`config.mk`:
```
export PLATFORM = sky130hd
export DESIGN_NAME = uart_modem_ctrl
export DESIGN_NICKNAME = d
export VERILOG_FILES = /design/src/rtl/uart_mc_pkg.sv /design/src/rtl/uart_mc_regs.sv /design/src/rtl/uart_mc_route.sv /design/src/rtl/uart_mc_lsr.sv /design/src/rtl/uart_modem_ctrl.sv
export SDC_FILE = /design/constraint.sdc
export NUM_CORES = 1
export LEC_CHECK = 0
export CORE_UTILIZATION = 45
export CTS_CLUSTER_DIAMETER = 200
export DETAILED_ROUTE_END_ITERATION = 8
export DONT_BUFFER_PORTS = 1
export PLACE_DENSITY = 0.7
export SLEW_MARGIN = 20
export SYNTH_ARGS = -nofsm -noshare
export SYNTH_HDL_FRONTEND = slang
export SYNTH_SLANG_ARGS = --single-unit
```
`constraint.sdc`:
```
create_clock -name clk -period 0.8 [get_ports clk]
set_input_delay 0.08 -clock clk [delete_from_list [all_inputs] [get_ports clk]]
set_output_delay 0.08 -clock clk [all_outputs]
set_load 0.005 [all_outputs]
```
`src/rtl/uart_mc_pkg.sv`:
```
package uart_mc_pkg;
    typedef enum logic {
        MODE_NORMAL   = 1'b0,
        MODE_LOOPBACK = 1'b1
    } mode_e;

    typedef enum logic {
        OVR_CLEAR = 1'b0,
        OVR_SEEN  = 1'b1
    } ovr_e;

    localparam int REG_W    = 8;
    localparam int MCR_USED = 5;
    localparam logic [REG_W-1:0] MCR_MASK = REG_W'((1 << MCR_USED) - 1);
endpackage

```
`src/rtl/uart_mc_regs.sv`:
```
module uart_mc_regs
    import uart_mc_pkg::*;
#(
    parameter int ADDR_W   = 3,
    parameter int LCR_ADDR = 3,
    parameter int MCR_ADDR = 4
) (
    input  logic              clk,
    input  logic              rst,
    input  logic [ADDR_W-1:0] bus_addr,
    input  logic              bus_wr,
    input  logic [REG_W-1:0]  bus_wdata,
    output logic              dlab_o,
    output logic [REG_W-1:0]  mcr_o,
    output mode_e             mode_o
);
    localparam logic [ADDR_W-1:0] LCR_A = ADDR_W'(LCR_ADDR);
    localparam logic [ADDR_W-1:0] MCR_A = ADDR_W'(MCR_ADDR);

    mode_e            mode_q, mode_d;
    logic             dlab_q;
    logic [REG_W-1:0] mcr_q;
    logic             mcr_hit, lcr_hit;

    assign mcr_hit = bus_wr && (bus_addr == MCR_A);
    assign lcr_hit = bus_wr && (bus_addr == LCR_A);

    // Mode next-state: ENTER_LOOP / LEAVE_LOOP on an MCR write
    always_comb begin
        mode_d = mode_q;
        unique case (mode_q)
            MODE_NORMAL:   if (mcr_hit && bus_wdata[4])  mode_d = MODE_LOOPBACK;
            MODE_LOOPBACK: if (mcr_hit && !bus_wdata[4]) mode_d = MODE_NORMAL;
        endcase
    end

    always_ff @(posedge clk) begin
        if (rst) mode_q <= MODE_NORMAL;
        else     mode_q <= mode_d;
    end

    always_ff @(posedge clk) begin
        if (rst) begin
            dlab_q <= 1'b0;
            mcr_q  <= '0;
        end else begin
            if (lcr_hit) dlab_q <= bus_wdata[REG_W-1];
            if (mcr_hit) mcr_q  <= bus_wdata & MCR_MASK;
        end
    end

    always_comb begin
        mode_o = mode_q;
        dlab_o = dlab_q;
        mcr_o  = mcr_q;
    end

    a_r2_dlab_write: assert property (@(posedge clk) disable iff (rst)
        lcr_hit |=> (dlab_o == $past(bus_wdata[REG_W-1])));
    a_r4_mcr_write: assert property (@(posedge clk) disable iff (rst)
        mcr_hit |=> (mcr_o == ($past(bus_wdata) & MCR_MASK)));
    a_r6_mode_matches_bit: assert property (@(posedge clk) disable iff (rst)
        (mode_o == MODE_LOOPBACK) == mcr_o[4]);
endmodule

```
`src/rtl/uart_mc_route.sv`:
```
module uart_mc_route
    import uart_mc_pkg::*;
(
    input  logic       clk,
    input  logic       rst,
    input  mode_e      mode,
    input  logic [3:0] mcr_low,
    input  logic       cts_pin_n,
    input  logic       dsr_pin_n,
    input  logic       ri_pin_n,
    input  logic       dcd_pin_n,
    input  logic       chan_irq_req,
    output logic       dtr_pin_n,
    output logic       rts_pin_n,
    output logic       ms_cts,
    output logic       ms_dsr,
    output logic       ms_ri,
    output logic       ms_dcd,
    output logic       serirq_req,
    output logic       loop_active
);
    always_comb begin
        unique case (mode)
            MODE_NORMAL: begin
                dtr_pin_n   = ~mcr_low[0];
                rts_pin_n   = ~mcr_low[1];
                ms_cts      = ~cts_pin_n;
                ms_dsr      = ~dsr_pin_n;
                ms_ri       = ~ri_pin_n;
                ms_dcd      = ~dcd_pin_n;
                serirq_req  = chan_irq_req & mcr_low[3];
                loop_active = 1'b0;
            end
            MODE_LOOPBACK: begin
                dtr_pin_n   = 1'b1;
                rts_pin_n   = 1'b1;
                ms_cts      = mcr_low[1];
                ms_dsr      = mcr_low[0];
                ms_ri       = mcr_low[2];
                ms_dcd      = mcr_low[3];
                serirq_req  = chan_irq_req;
                loop_active = 1'b1;
            end
        endcase
    end

    a_r6_pins_idle: assert property (@(posedge clk) disable iff (rst)
        (mode == MODE_LOOPBACK) |-> (dtr_pin_n && rts_pin_n));
    a_r5_irq_gated: assert property (@(posedge clk) disable iff (rst)
        ((mode == MODE_NORMAL) && !mcr_low[3]) |-> !serirq_req);
    a_r7_loop_status: assert property (@(posedge clk) disable iff (rst)
        (mode == MODE_LOOPBACK) |-> ({ms_dcd, ms_ri, ms_dsr, ms_cts} ==
                                     {mcr_low[3], mcr_low[2], mcr_low[0], mcr_low[1]}));
endmodule

```
`src/rtl/uart_mc_lsr.sv`:
```
module uart_mc_lsr
    import uart_mc_pkg::*;
#(
    parameter int ADDR_W   = 3,
    parameter int LSR_ADDR = 5
) (
    input  logic              clk,
    input  logic              rst,
    input  logic [ADDR_W-1:0] bus_addr,
    input  logic              bus_rd,
    input  logic              rx_ready,
    input  logic              rx_overrun,
    input  logic              head_parity_err,
    input  logic              head_frame_err,
    input  logic              head_break,
    input  logic              ls_irq_en,
    output logic [REG_W-1:0]  lsr_value,
    output logic              ls_irq
);
    localparam logic [ADDR_W-1:0] LSR_A = ADDR_W'(LSR_ADDR);

    ovr_e       ovr_q, ovr_d;
    logic       lsr_read;
    logic [2:0] err_bits;

    assign lsr_read = bus_rd && (bus_addr == LSR_A);

    // MARK on an overrun pulse, ACK on a status read (MARK wins)
    always_comb begin
        ovr_d = ovr_q;
        unique case (ovr_q)
            OVR_CLEAR: if (rx_overrun) ovr_d = OVR_SEEN;
            OVR_SEEN:  if (lsr_read && !rx_overrun) ovr_d = OVR_CLEAR;
        endcase
    end

    always_ff @(posedge clk) begin
        if (rst) ovr_q <= OVR_CLEAR;
        else     ovr_q <= ovr_d;
    end

    always_comb begin
        err_bits  = rx_ready ? {head_break, head_frame_err, head_parity_err} : 3'b000;
        lsr_value = {3'b000, err_bits, (ovr_q == OVR_SEEN), rx_ready};
        ls_irq    = ls_irq_en && ((ovr_q == OVR_SEEN) || (err_bits != 3'b000));
    end

    a_r9_overrun_sets: assert property (@(posedge clk) disable iff (rst)
        rx_overrun |=> lsr_value[1]);
    a_r9_read_clears: assert property (@(posedge clk) disable iff (rst)
        (lsr_read && !rx_overrun) |=> !lsr_value[1]);
    a_r10_irq_enable: assert property (@(posedge clk) disable iff (rst)
        !ls_irq_en |-> !ls_irq);
endmodule

```
`src/rtl/uart_modem_ctrl.sv`:
```
module uart_modem_ctrl
    import uart_mc_pkg::*;
#(
    parameter int ADDR_W   = 3,
    parameter int LCR_ADDR = 3,
    parameter int MCR_ADDR = 4,
    parameter int LSR_ADDR = 5
) (
    input  logic              clk,
    input  logic              rst,
    input  logic [ADDR_W-1:0] bus_addr,
    input  logic              bus_wr,
    input  logic [7:0]        bus_wdata,
    input  logic              bus_rd,
    output logic [7:0]        bus_rdata,
    output logic              sel_divisor,
    input  logic              cts_pin_n,
    input  logic              dsr_pin_n,
    input  logic              ri_pin_n,
    input  logic              dcd_pin_n,
    output logic              dtr_pin_n,
    output logic              rts_pin_n,
    output logic              ms_cts,
    output logic              ms_dsr,
    output logic              ms_ri,
    output logic              ms_dcd,
    output logic              loop_active,
    input  logic              chan_irq_req,
    output logic              serirq_req,
    input  logic              rx_ready,
    input  logic              rx_overrun,
    input  logic              head_parity_err,
    input  logic              head_frame_err,
    input  logic              head_break,
    input  logic              ls_irq_en,
    output logic              ls_irq
);
    localparam logic [ADDR_W-1:0] LCR_A = ADDR_W'(LCR_ADDR);
    localparam logic [ADDR_W-1:0] MCR_A = ADDR_W'(MCR_ADDR);
    localparam logic [ADDR_W-1:0] LSR_A = ADDR_W'(LSR_ADDR);

    mode_e            mode;
    logic             dlab;
    logic [REG_W-1:0] mcr;
    logic [REG_W-1:0] lsr_value;
    logic [REG_W-1:0] rd_mux;
    logic [REG_W-1:0] rdata_q;

    uart_mc_regs #(.ADDR_W(ADDR_W), .LCR_ADDR(LCR_ADDR), .MCR_ADDR(MCR_ADDR)) u_regs (
        .clk(clk), .rst(rst), .bus_addr(bus_addr), .bus_wr(bus_wr),
        .bus_wdata(bus_wdata), .dlab_o(dlab), .mcr_o(mcr), .mode_o(mode)
    );

    uart_mc_route u_route (
        .clk(clk), .rst(rst), .mode(mode), .mcr_low(mcr[3:0]),
        .cts_pin_n(cts_pin_n), .dsr_pin_n(dsr_pin_n), .ri_pin_n(ri_pin_n),
        .dcd_pin_n(dcd_pin_n), .chan_irq_req(chan_irq_req),
        .dtr_pin_n(dtr_pin_n), .rts_pin_n(rts_pin_n),
        .ms_cts(ms_cts), .ms_dsr(ms_dsr), .ms_ri(ms_ri), .ms_dcd(ms_dcd),
        .serirq_req(serirq_req), .loop_active(loop_active)
    );

    uart_mc_lsr #(.ADDR_W(ADDR_W), .LSR_ADDR(LSR_ADDR)) u_lsr (
        .clk(clk), .rst(rst), .bus_addr(bus_addr), .bus_rd(bus_rd),
        .rx_ready(rx_ready), .rx_overrun(rx_overrun),
        .head_parity_err(head_parity_err), .head_frame_err(head_frame_err),
        .head_break(head_break), .ls_irq_en(ls_irq_en),
        .lsr_value(lsr_value), .ls_irq(ls_irq)
    );

    always_comb begin
        rd_mux = '0;
        if (bus_addr == LCR_A)      rd_mux = {dlab, 7'b0};
        else if (bus_addr == MCR_A) rd_mux = mcr;
        else if (bus_addr == LSR_A) rd_mux = lsr_value;
    end

    always_ff @(posedge clk) begin
        if (rst)         rdata_q <= '0;
        else if (bus_rd) rdata_q <= rd_mux;
        else             rdata_q <= '0;
    end

    assign bus_rdata   = rdata_q;
    assign sel_divisor = dlab;

    a_r11_idle_zero: assert property (@(posedge clk) disable iff (rst)
        !bus_rd |=> (bus_rdata == 8'h00));
    a_r4_reserved_read: assert property (@(posedge clk) disable iff (rst)
        (bus_rd && bus_addr == MCR_A) |=> (bus_rdata[7:5] == 3'b000));
endmodule

```
# [Yosys cells after proc, flatten, opt, wreduce, memory -nomap -nowiden]
# Cells that the tools add are included.
[word_totals] output_inout_bits=18 word_cells=50 ff_bits=16 inputBits=26
[op_classes] n_reduce_logical=13 muxes=18 n_bitwise=10 n_eq_ne=3
[op_table] operator="one-hot mux 1 bit (2 select lines)" count=10
[op_table] operator="2-to-1 mux 5 bit" count=2
[op_table] operator="inverter 1 bit" count=9
[op_table] operator="2-to-1 mux 8 bit" count=1
[op_table] operator="logical AND 1 bit" count=7
[op_table] operator="equality test 3 bit (second input constant)" count=2
[op_table] operator="2-to-1 mux 1 bit" count=4
[op_table] operator="equality test 3 x 2 -> 1 bit (second input constant)" count=1
[op_table] operator="2-to-1 mux 3 bit" count=1
[op_table] operator="nonzero test 3 bit" count=1
[op_table] operator="OR reduction 3 bit" count=1
[op_table] operator="zero test 1 bit" count=2
[op_table] operator="OR reduction 2 bit" count=1
[op_table] operator="bitwise AND 1 bit" count=1
[op_table] operator="logical OR 1 bit" count=1

# [Longest topological paths before layout]
# Gate-level depths: netlist (run 1).
[logic_depth] ltp_word=5 depth_mapped=3 mapped_depth_nobuf=2

# [Cells and area by module]
# A second synthesis (run 1) with hierarchy kept.
[unflattened] hier_cells=92 hier_area_um2=868.3
[by_module_without_submodules] module="uart_modem_ctrl" cells_each=31 area_per_inst_um2=344.1 instances=1 seq_area_each_um2=160.2
[by_module_without_submodules] module="uart_mc_regs" cells_each=33 area_per_inst_um2=325.3 instances=1 seq_area_each_um2=120.1
[by_module_without_submodules] module="uart_mc_lsr" cells_each=15 area_per_inst_um2=120.1 instances=1 seq_area_each_um2=20.0
[by_module_without_submodules] module="uart_mc_route" cells_each=13 area_per_inst_um2=78.8 instances=1 seq_area_each_um2=0.0

# [Worst setup path before layout (run 1)]
# OpenSTA, ideal clock, no wires.
[synth_path] path_type="register to output" from="register with a tool-made name" to="output port ms_cts" setup_slack_ps=-13 path_buffers=1 arrival_time_ps=733 stages_incl_launch_ff=3 t_required_ps=720 cell_sequence="dfxtp_1 buf_2 mux2i_1"
[synth_lines] item="end, declared" line="uart_modem_ctrl.sv:23" rtl="output logic ms_cts,"

==> results of run 1 <==
## where the power goes
group	internal, uW	switching [uW]	total, uW
clock network	193	203	396
registers	660	12.7	673
logic	112	65.4	177
## metal layers
metal	vias to the layer above	wire, microns
met5	-	0
met4	0	0
met3	0	110
met2	25	787
met1	249	595
li1	281	-
## area by class of cell
class | count | area share [%]
Timing Repair Buffer | 19 | 20.8
Inverter | 5 | 2.05
Sequential cell | 13 | 28.8
Multi-Input combinational cell | 51 | 43.4
Clock buffer | 4 | 2.87
Tap cell | 15 | 2.05
## worst paths after layout
check	endpoint	cells past startpoint	start	slack (ns)
hold / removal	u_regs.dlab_o	2	bus_addr[1]	0.02
setup reg to reg	bus_rdata[4]	3	flip-flop	0.09
setup / recovery	ms_dcd	2	flip-flop	-0.27
hold reg to reg	bus_rdata[2]	2	u_regs.mcr_o[2]	0.50
## registers in the layout, summed over array words and instances (netlist names), named ones only
register       count
u_regs.dlab_o      1
u_lsr.ovr_q        1
bus_rdata          6
u_regs.mcr_o       4
## what timing repair did
| item | CTS | global route |
|---|---|---|
| hold endpoints to repair | 13 | 0 |
| setup buffers | 0 | 1 |
| setup endpoints to repair | 9 | 21 |
| hold buffers | 14 | 0 |
| gates cloned | 0 | 0 |
| pin swaps | 3 | 0 |
| gates resized for setup | 8 | 5 |
## placed cells by master, fill, tap and decap left out, drive strengths merged, types with 3 or more instances in the layout
cell type	n
mux2i	12
dlygate4sd3	12
inv	5
a21oi	3
clkbuf	4
buf	5
dfxtp	13
nand2b	17
nor2	4
nand3	3
## through the flow
| stage | setup slack, ns | hold WS (ns) | instance area (sq um) | setup TNS [ns] | power (uW) |
|---|---|---|---|---|---|
| final | -0.268 | 0.0196 | 916 | -1.90 | 1250 |
| after global routing | -0.315 | 0.00863 | 916 | -2.31 | 1300 |
| after CTS | -0.261 | 0.00549 | 887 | -2.66 | 1250 |
| after detailed placement | 0.0135 | 0.157 | 696 | 0 | 777 |
| after global placement | 0.0400 | 0.154 | 696 | 0 | 775 |
| after floorplan | 0.0292 | 0.214 | 689 | 0 | 781 |
## cells by family after synthesis
logic type             share of synthesized area [%]
flip-flops                                      38.1
multiplexers                                    17.6
other                                          0.549
buffers and inverters                           8.61
AO/OA/AOI/OAI                                   5.13
AND/OR/NAND/NOR                                 30.0
## critical path, cell delays in order (launching register included)
cell and delay, ns:
dfxtp_2 0.34, buf_6 0.13, mux2i_1 0.25
==> impl_metrics.ini, run 1 <==
[outcome]
status = finished with violations
violations = setup timing

[global_route]
grt-ovfl-total = 0
grt_usage_pct = 17.8
met3_usage_pct = 8.70
met1_usage_pct = 17.6
grt_use_met2_pct = 33.2
busiest_layer = met2
grt_max_degree = 14
antenna_found_initial = 0
grt_pass1_wl_microns = 1890
grt_pass1_vias = 474

[synth]
async_flop_share_pct = 0
synth_commonest_cells = 17 x nand2b_1, 13 x dfxtp_1, 12 x mux2i_1
yosys-top-cells-area = dfxtp_1 38%, mux2i_1 18%, nand2b_1 16%
ys_types = 22
avgSynthCellArea_sq_um = 9.23
synthCells = 74
yosysWarnings = 0
synth_area_sq_um = 683
ys_seq_area_share_pct = 38.1
yosys.area.top_type = dfxtp_1
synth_seq_cells = 13
synth_edf_count = 0
synthFlopType = dfxtp_1
yosysMostFrequentCell = nand2b_1
synth_top_area_share_pct = 38.1

[pwr]
power_density_nw_per_um2 = 1360
ir_worst_vdd_mv = 1.10
cellLeakagePower_uw = 0.000353

[layout]
fill_cells = 112
fin_util_pct = 67.8
multi_input_area_sq_um = 398
diodes = 0
drive_gt1_share_pct = 18.5
area_delta_synth_final_pct = 34.1
final_cells = 107
layout.nets = 119
seq_area_sq_um = 264

[sta]
fin_skew_ns = 0.00178
slew_viol_final = 0
hold_violations = 0
setup_violations = 9
period_share_pct = 134
finalCriticalPeriod_ns = 1.07
max_freq_ghz = 0.936
setup_ws_ns = -0.268
rsz0062_at_grt = yes

[cts]
clock_latency_ns = 0.27
path_clk_slew_ns = 0.07
clock_sinks = 13
cts-root-buf = clkbuf_4
htree_levels = 1
cts_buffers = 3
clockBufferDepth = 2
cts_tree = yes

[detailed_routing]
ant_nets = 0
drc = 0
dr.first_iter.drc_count = 2
num_vias = 555
drt_first_pass_iters = 2
wl_microns = 1490
viasPerCell = 5.19
wl_per_cell_microns = 14.0

[worst_setup_path]
cp-start-kind = flip-flop
crit_fanout = 7
arrival_ns = 0.99
path_class = flip-flop to output port
required_ns = 0.72
crit_path_end_kind = output port

[die]
initial_core_util_pct = 50.6
row_count = 13
core_sq_um = 1350
dieWidth_microns = 41.0
die_h_microns = 41.0
io_pins = 44
die_area_sq_um = 1680

[placement]
dp_hpwl_microns = 896
place_inst = 88
port_buffers = 0
globalplace.congestion = 0.706

[job]
drv_cap = 0

[min_path]
min_path_type = primary input to flip-flop
Note: power is estimated with default switching activity, not from simulation.
==> run 2: changes to the inputs <==
--- a/config.mk
+++ b/config.mk
@@ -10,7 +10,9 @@
 export DETAILED_ROUTE_END_ITERATION = 8
 export DONT_BUFFER_PORTS = 1
 export PLACE_DENSITY = 0.7
+export RECOVER_POWER = 25
 export SLEW_MARGIN = 20
 export SYNTH_ARGS = -nofsm -noshare
 export SYNTH_HDL_FRONTEND = slang
+export SYNTH_HIERARCHICAL = 1
 export SYNTH_SLANG_ARGS = --single-unit
==> impl_metrics.ini, run 2 <==
[global_route]
grt-ovfl-total = 0
grt_max_degree = 16
grt_pass1_vias = 548
grt_usage_pct = 15.2
grt_pass1_wl_microns = 2260
antenna_found_initial = 0

[layout]
largest_register_ff_count = 8
diodes = 0
final_common_cell = nand2b_1
final_cells = 128
drive_gt1_share_pct = 12.6
area_delta_synth_final_pct = 18.0
most-common-layout-cells = 16 x nand2b_1, 14 x mux2i_1, 12 x dfxtp_1, 12 x dlygate4sd3_1, 7 x nor2_1
fill_cells = 179
layout.nets = 130

[worst_setup_path]
path_buf_inv = 1
required_ns = 0.72
crit_path_cell_trace = buf_12, mux2i_1
cp-start-kind = flip-flop
path_class = flip-flop to output port
cpPeakStageDelay_ns = 0.36
crit_fanout = 12
path_depth = 2
ff2ff_path_depth = 2
arrival_ns = 0.97
crit_slowest_cell = dfxtp_2
crit_path_end_kind = output port
critPathTopFamily = flip-flops

[sta]
finalCriticalPeriod_ns = 1.05
hold_violations = 2
setup_ws_ns = -0.246
fin_skew_ns = 0.0124
whs_ns = -0.0243
rsz0062_at_grt = yes
period_share_pct = 131
max_freq_ghz = 0.956
setup_violations = 14
fin_tns_setup_ns = -1.89
slew_viol_final = 0

[synth]
async_flop_share_pct = 0
avgSynthCellArea_sq_um = 9.44
ys_seq_area_share_pct = 34.6
synth_edf_count = 0
synth_area_sq_um = 868
synthFlopType = dfxtp_1
yosys.area.top_type = dfxtp_1
yosysMostFrequentCell = nand2b_1
synth_seq_cells = 15
ys_types = 22
yosysWarnings = 6
synth_commonest_cells = 16 x nand2b_1, 15 x dfxtp_1, 14 x mux2i_1
yosys-top-cells-area = dfxtp_1 35%, mux2i_1 16%, nand2b_1 12%
synthCells = 92
synth_top_area_share_pct = 34.6

[die]
io_pins = 44
die_area_sq_um = 2110
row_count = 15
initial_core_util_pct = 49.2
core_sq_um = 1760
die_h_microns = 45.9
dieWidth_microns = 45.9

[job]
drv_cap = 0

[placement]
globalplace.congestion = 0.751
place_inst = 110
dp_hpwl_microns = 1080
port_buffers = 0

[pwr]
power_density_nw_per_um2 = 1380
cellLeakagePower_uw = 0.000413
ir_worst_vdd_mv = 0.582

[outcome]
status = finished with violations
violations = hold timing, setup timing

[min_path]
hold_path_depth = 2
min_path_type = primary input to flip-flop

[cts]
htree_levels = 1
cts-root-buf = clkbuf_4
cts_buffers = 3
clockBufferDepth = 2
path_clk_slew_ns = 0.08
clock_latency_ns = 0.28
clock_sinks = 15
cts_tree = yes

[detailed_routing]
drt_first_pass_iters = 3
wl_microns = 1500
ant_nets = 0
num_vias = 623
wl_per_cell_microns = 11.7
viasPerCell = 4.87
drc = 0
dr.first_iter.drc_count = 2
-- run 2: what timing repair did --
item / CTS / global route
hold endpoints to repair: 13 / 4
endpoints found under the setup margin: 11 / 19
hold buffers: 12 / 2
buffers inserted: 0 / 0
gates resized for setup: 2 / 4
pin swaps: 3 / 2
-- run 2: final timing paths --
check / startpoint / to / slack (ns)
worst max-delay path: flip-flop / ms_dcd / -0.25
worst min-delay path: bus_addr[0] / bus_rdata[0] / -0.02
worst max register to register: u_regs/dlab_o / bus_rdata[7] / 0.02
worst min register to register: flip-flop / flip-flop / 0.50
-- run 2: cells by family (layout without fill, tap and decap cells) --
group	count (synthesis)	count (layout)	share of synthesized area [%]
AO/OA/AOI/OAI	7	7	6.34
buffers and inverters	17	24	14.3
flip-flops	15	15	34.6
multiplexers	14	14	16.1
other	2	6	0.865
AND/OR/NAND/NOR	37	37	27.8
-- run 2: layout make-up --
type | count | area (sq um) | share of cell area [%]
inverter | 2 | 7.51 | 0.733
clock buffer | 3 | 22.5 | 2.20
multi-input combinational | 64 | 459 | 44.8
sequential | 15 | 304 | 29.7
clock inverter | 1 | 5.00 | 0.488
timing repair buffer | 18 | 195 | 19.0
tap | 25 | 31.3 | 3.05
-- run 2: report_power, final --
part           total, uW  internal (uW)  leakage [uW]  switching (uW)
logic                203            132      0.000273            70.8
registers            777            764      0.000123            12.2
clock network        430            185     0.0000177             245
total               1410           1080      0.000413             328
-- run 2: stage by stage --
stage / total power (uW) / hold WS (ns) / instance area [sq um] / worst slack (ns) / utilization (%)
4_1_cts: 1410 / -0.0484 / 995 / -0.270 / 56.4
2_1_floorplan: 951 / 0.184 / 885 / 0.00401 / -
3_5_place_dp: 924 / 0.189 / 842 / -0.00908 / 47.7
6_report: 1410 / -0.0243 / 1020 / -0.246 / 58.1
3_3_place_gp: 922 / 0.191 / 842 / -0.00668 / 47.7
5_1_grt: 1490 / 0.00362 / 1020 / -0.299 / 58.1
-- run 2: per-layer routing --
| metal | track usage (%) | wire, microns | part of all wire [%] |
|---|---|---|---|
| met1 | 20.4 | 680 | 45 |
| met2 | 22.8 | 720 | 48 |
| met3 | 3.57 | 87 | 5.8 |
| met4 | 7.06 | 10 | 0.67 |
| met5 | 0 | 0 | 0 |
